File: config.mk
export PLATFORM = sky130hd
export DESIGN_NAME = ptx_transceiver
export DESIGN_NICKNAME = d
export VERILOG_FILES = /design/src/rtl/ptx_pkg.sv /design/src/rtl/ptx_parity.sv /design/src/rtl/ptx_side_latch.sv /design/src/rtl/ptx_dir_ctrl.sv /design/src/rtl/ptx_transceiver.sv
export SDC_FILE = /design/constraint.sdc
export NUM_CORES = 1
export LEC_CHECK = 0
export ABC_CLOCK_PERIOD_IN_PS = 1740
export BUFFER_PORTS_ARGS = -buffer_cell sky130_fd_sc_hd__buf_2
export CORE_ASPECT_RATIO = 0.75
export CORE_UTILIZATION = 40
export DETAILED_ROUTE_END_ITERATION = 16
export PLACE_DENSITY_LB_ADDON = 0.3
export SLEW_MARGIN = 10
export SYNTH_ARGS = -nofsm -noshare
export SYNTH_HDL_FRONTEND = slang
export SYNTH_SLANG_ARGS = --single-unit
File: constraint.sdc
create_clock -name clk -period 1.74 [get_ports clk]
set_clock_uncertainty 0.15 [all_clocks]
set_input_delay 0.261 -clock clk [delete_from_list [all_inputs] [get_ports clk]]
set_output_delay 0.261 -clock clk [all_outputs]
set_load 0.005 [all_outputs]
File: src/rtl/ptx_pkg.sv
package ptx_pkg;
  typedef enum logic [1:0] {
    DIR_NONE = 2'd0,
    DIR_A2B  = 2'd1,
    DIR_B2A  = 2'd2
  } dir_t;
endpackage

File: src/rtl/ptx_parity.sv
module ptx_parity #(
  parameter int W = 8
) (
  input  logic [W-1:0] data,
  input  logic         odd,
  output logic         par
);
  // even: parity bit makes the total count of ones even
  assign par = (^data) ^ odd;
endmodule

File: src/rtl/ptx_side_latch.sv
module ptx_side_latch #(
  parameter int W = 8
) (
  input  logic         clk,
  input  logic         rst_n,
  input  logic         le,
  input  logic [W-1:0] d_in,
  input  logic         p_in,
  output logic [W-1:0] q_d,
  output logic         q_p
);
  always_ff @(posedge clk) begin
    if (!rst_n) begin
      q_d <= '0;
      q_p <= 1'b0;
    end else if (le) begin
      q_d <= d_in;
      q_p <= p_in;
    end
  end
endmodule

File: src/rtl/ptx_dir_ctrl.sv
module ptx_dir_ctrl
  import ptx_pkg::*;
(
  input  logic oe_a_n,
  input  logic oe_b_n,
  output dir_t dir
);
  // both enables low is illegal: driving bus B takes priority
  always_comb begin
    if (!oe_b_n)      dir = DIR_A2B;
    else if (!oe_a_n) dir = DIR_B2A;
    else              dir = DIR_NONE;
  end
endmodule

File: src/rtl/ptx_transceiver.sv
module ptx_transceiver
  import ptx_pkg::*;
#(
  parameter int W = 8
) (
  input  logic         clk,
  input  logic         rst_n,
  input  logic         oe_a_n,
  input  logic         oe_b_n,
  input  logic         mode_pass,
  input  logic         par_odd,
  input  logic         le_a,
  input  logic         le_b,
  input  logic [W-1:0] a_in,
  input  logic         a_par_in,
  output logic [W-1:0] a_out,
  output logic         a_par_out,
  output logic         a_oe,
  input  logic [W-1:0] b_in,
  input  logic         b_par_in,
  output logic [W-1:0] b_out,
  output logic         b_par_out,
  output logic         b_oe,
  output logic         err_a_n,
  output logic         err_b_n
);
  localparam int NSIDE = 2;   // index 0 = A side, 1 = B side

  dir_t                      dir;
  logic [NSIDE-1:0]          drv;
  logic [NSIDE-1:0]          le;
  logic [NSIDE-1:0][W-1:0]   bus_d;
  logic [NSIDE-1:0]          bus_p;
  logic [NSIDE-1:0][W-1:0]   lat_d;
  logic [NSIDE-1:0]          lat_p;
  logic [NSIDE-1:0][W-1:0]   q_d;
  logic [NSIDE-1:0]          q_p;
  logic [NSIDE-1:0]          gen_p;
  logic [NSIDE-1:0]          tx_p;
  logic [NSIDE-1:0]          err_n;
  logic [W:0]                lat_q_a;
  logic [W:0]                lat_q_b;

  ptx_dir_ctrl u_dir (
    .oe_a_n (oe_a_n),
    .oe_b_n (oe_b_n),
    .dir    (dir)
  );

  assign drv   = {dir == DIR_A2B, dir == DIR_B2A};
  assign le    = {le_b, le_a};
  assign bus_d = {b_in, a_in};
  assign bus_p = {b_par_in, a_par_in};

  genvar s;
  generate
    for (s = 0; s < NSIDE; s++) begin : g_side
      localparam int O = NSIDE - 1 - s;

      ptx_parity #(.W(W)) u_par (
        .data (q_d[s]),
        .odd  (par_odd),
        .par  (gen_p[s])
      );

      // parity this side sends when it is the source
      assign tx_p[s]  = mode_pass ? q_p[s] : gen_p[s];
      assign err_n[s] = ~(q_p[s] ^ gen_p[s]);

      // a driven side loads the word being sent onto it
      assign lat_d[s] = drv[s] ? q_d[O]  : bus_d[s];
      assign lat_p[s] = drv[s] ? tx_p[O] : bus_p[s];

      ptx_side_latch #(.W(W)) u_lat (
        .clk   (clk),
        .rst_n (rst_n),
        .le    (le[s]),
        .d_in  (lat_d[s]),
        .p_in  (lat_p[s]),
        .q_d   (q_d[s]),
        .q_p   (q_p[s])
      );
    end
  endgenerate

  assign a_oe      = drv[0];
  assign b_oe      = drv[1];
  assign a_out     = drv[0] ? q_d[1]  : '0;
  assign a_par_out = drv[0] ? tx_p[1] : 1'b0;
  assign b_out     = drv[1] ? q_d[0]  : '0;
  assign b_par_out = drv[1] ? tx_p[0] : 1'b0;
  assign err_a_n   = err_n[0];
  assign err_b_n   = err_n[1];

  assign lat_q_a = {q_p[0], q_d[0]};
  assign lat_q_b = {q_p[1], q_d[1]};
endmodule

==> flow_summary.ini <==
[sta]
grt_setup_unrepaired = true
fin_setup_tns_ns = -2.02
setup_slack_ns = -0.593
slew_viol_final = 0
hold_viol_final = 0
tightest_slew_ns = 0.393
period_needed_ns = 2.33
relSlewSlack = 0.736
clock.fmax_ghz = 0.429
setup_viol = 5
period_share = 1.34

[worst_hold_path]
hold_class = in -> reg

[placed_design]
place_congestion = 0.783
port_buffers = 47
place_hpwl_mm = 2.21
placedInstanceArea_um2 = 1410

[synthesis]
yosysTopAreaCellShare = 0.342
synth_xor_area_frac = 0.165
synth_cells = 128
synthFlopType = dfxtp_1
ys_warn_count = 0
syn_nets = 154
ys_seq_elements = 18
yosysTopAreaCell = dfxtp_1
synthSimpleGateAreaFrac = 0.170
ys_top_cells_by_count = 32 x a21oi_1, 18 x dfxtp_1, 18 x o21ai_0
synth_edf_count = 0
synth-compound-area-share = 0.263
synth_area_leaders = dfxtp_1 34%, a21oi_1 15%, o21ai_0 8.6%
synth.most_common_cell = a21oi_1
syn_area_um2 = 1050
yosys.cell_types.count = 27
synth-seq-area-share = 0.342
synthAdderAreaFrac = 0
synth_top_family_by_area = compound AO/OA/AOI/OAI gates
syn_avg_cell_area_um2 = 8.22
async_flop_share = 0
synth.area.mux_share = 0.00951

[grt]
grt_start_max_net_pins = 22
globalRouteOverflowTotal = 0
grt_pass1_wl_mm = 4.75
grt_usage = 0.231
grt_pass1_vias = 1067
grt_antenna_before_repair = 0

[layout]
final_nets = 217
finalInstanceArea_um2 = 1560
seqCellArea_um2 = 368
n_fill_cell = 210
multi_input_area_um2 = 716
drive_gt1_frac = 0.489
n_antenna_cell = 0
fin_util = 0.656
areaGrowthSynthToFinish_pct = 48.5

[critical_path]
critical_path_arrival_ns = 1.92
cp_max_fo = 2
critical_path.startpoint_type = flop
crit_path_end_kind = output pin
worstSetupPathType = reg -> out
worst_ep_required_time_ns = 1.33

[status]
violations = negative setup slack
status = finished, violations left

[clock_tree]
h-tree-depth = 1
clock_latency_ns = 0.29
cts_tree = yes
cts_buffers = 3
root_buffer = clkbuf_4
clkSlewWorstSetupHoldPaths_ns = 0.11
clkSinkCount = 18
cts.path.max_buffers = 2

[power]
finalPower_uw = 1210
p_leak_uw = 0.000740
ir_drop_v = 0.000389
powerDensity_nw_per_um2 = 771

[die]
initial_core_util = 0.441
placementRows = 15
dieHeight_um = 46.4
core_region_area_um2 = 2380
die_area_um2 = 2840
die_x_um = 61.2
pin_count = 48

[route]
drc = 0
drt_iter0_markers = 60
avgRoutedWirePerCell_um = 14.4
drt-pass1-iter-count = 4
vias_per_cell = 5.25
vias = 1175
wl_mm = 3.23
drtAntennaViolNets = 0

[run]
drv_cap = 0
## metal layers
layer	vias to the layer above	GRT usage	part of all wire
li1	572	-	-
met1	556	0.309	0.47
met2	43	0.378	0.46
met3	4	0.0674	0.061
met4	0	0.0318	0.0081
met5	-	0	0
## metrics by stage
step	cells	hold slack, ns	worst slack [ns]
after detailed placement	216	0.388	-0.290
final	224	0.0919	-0.593
after CTS	225	0.0885	-0.577
after global placement	216	0.385	-0.295
after floorplan	128	0.249	-0.103
after global routing	224	0.0886	-0.669
## cells by family after synthesis
group | Yosys count
compound gates | 53
xor+xnor | 15
buf+inv | 12
flops | 18
mux | 1
simple gates | 29
## cell type report
type,count,area share
Inverter,3,0.00961
Clock buffer,4,0.0232
Tap cell,34,0.0272
Timing Repair inverter,1,0.00480
Multi-Input combinational cell,98,0.458
Timing Repair Buffer,66,0.242
Sequential cell,18,0.235
## cells in the final DEF (no fill, tap or decap)
cell type,count
o211ai_1,1
or2b_2,1
dfxtp_1,12
a41oi_2,1
mux2i_2,1
xor2_1,2
and2_1,7
xnor2_2,5
o311a_1,1
clkbuf_4,3
xnor3_2,2
xnor2_1,4
nand4bb_1,1
o21ai_0,18
nor3_2,1
xor3_2,1
nor2_1,1
a21oi_1,32
and2_2,1
nand2_1,2
nor3b_4,1
nand3_1,4
xor2_2,1
clkbuf_8,1
or4_1,1
nor2b_1,8
clkinvlp_4,2
buf_4,19
nand2b_1,1
buf_2,47
inv_1,2
dfxtp_2,6
## final timing paths
kind,slack [ns],startpoint,cells past startpoint,endpoint
max reg2reg,-0.20,g_side[1].u_lat.q_d[4],6,g_side[0].u_lat.q_p
min,0.09,a_in[5],3,g_side[0].u_lat.q_d[5]
max,-0.59,g_side[1].u_lat.q_d[4],5,a_par_out
min reg2reg,0.41,g_side[0].u_lat.q_d[1],2,g_side[0].u_lat.q_d[1]
## state kept, by name, summed over array words and instances (netlist names)
signal,cells
g_side.u_lat.q_d,16
g_side.u_lat.q_p,2
## what timing repair did
| item | 4_1_cts | 5_1_grt |
|---|---|---|
| pin swaps | 6 | 2 |
| gates cloned | 0 | 1 |
| buffers inserted | 5 | 0 |
| resized for setup | 15 | 7 |
| endpoints found under the setup margin | 13 | 8 |
| hold buffers | 0 | 0 |
## worst max-delay path: stages (launching register included)
cell and delay (ns):
dfxtp_2 0.35, xnor2_2 0.16, xnor3_2 0.44, or4_1 0.49, nand3_1 0.08, buf_2 0.11
## report_power, final
| part | switching, uW | internal [uW] |
|---|---|---|
| Combinational | 203 | 268 |
| Sequential | 27.1 | 445 |
| Clock | 135 | 128 |
| Total | 365 | 840 |
Note: power is estimated with default switching activity, not from simulation.
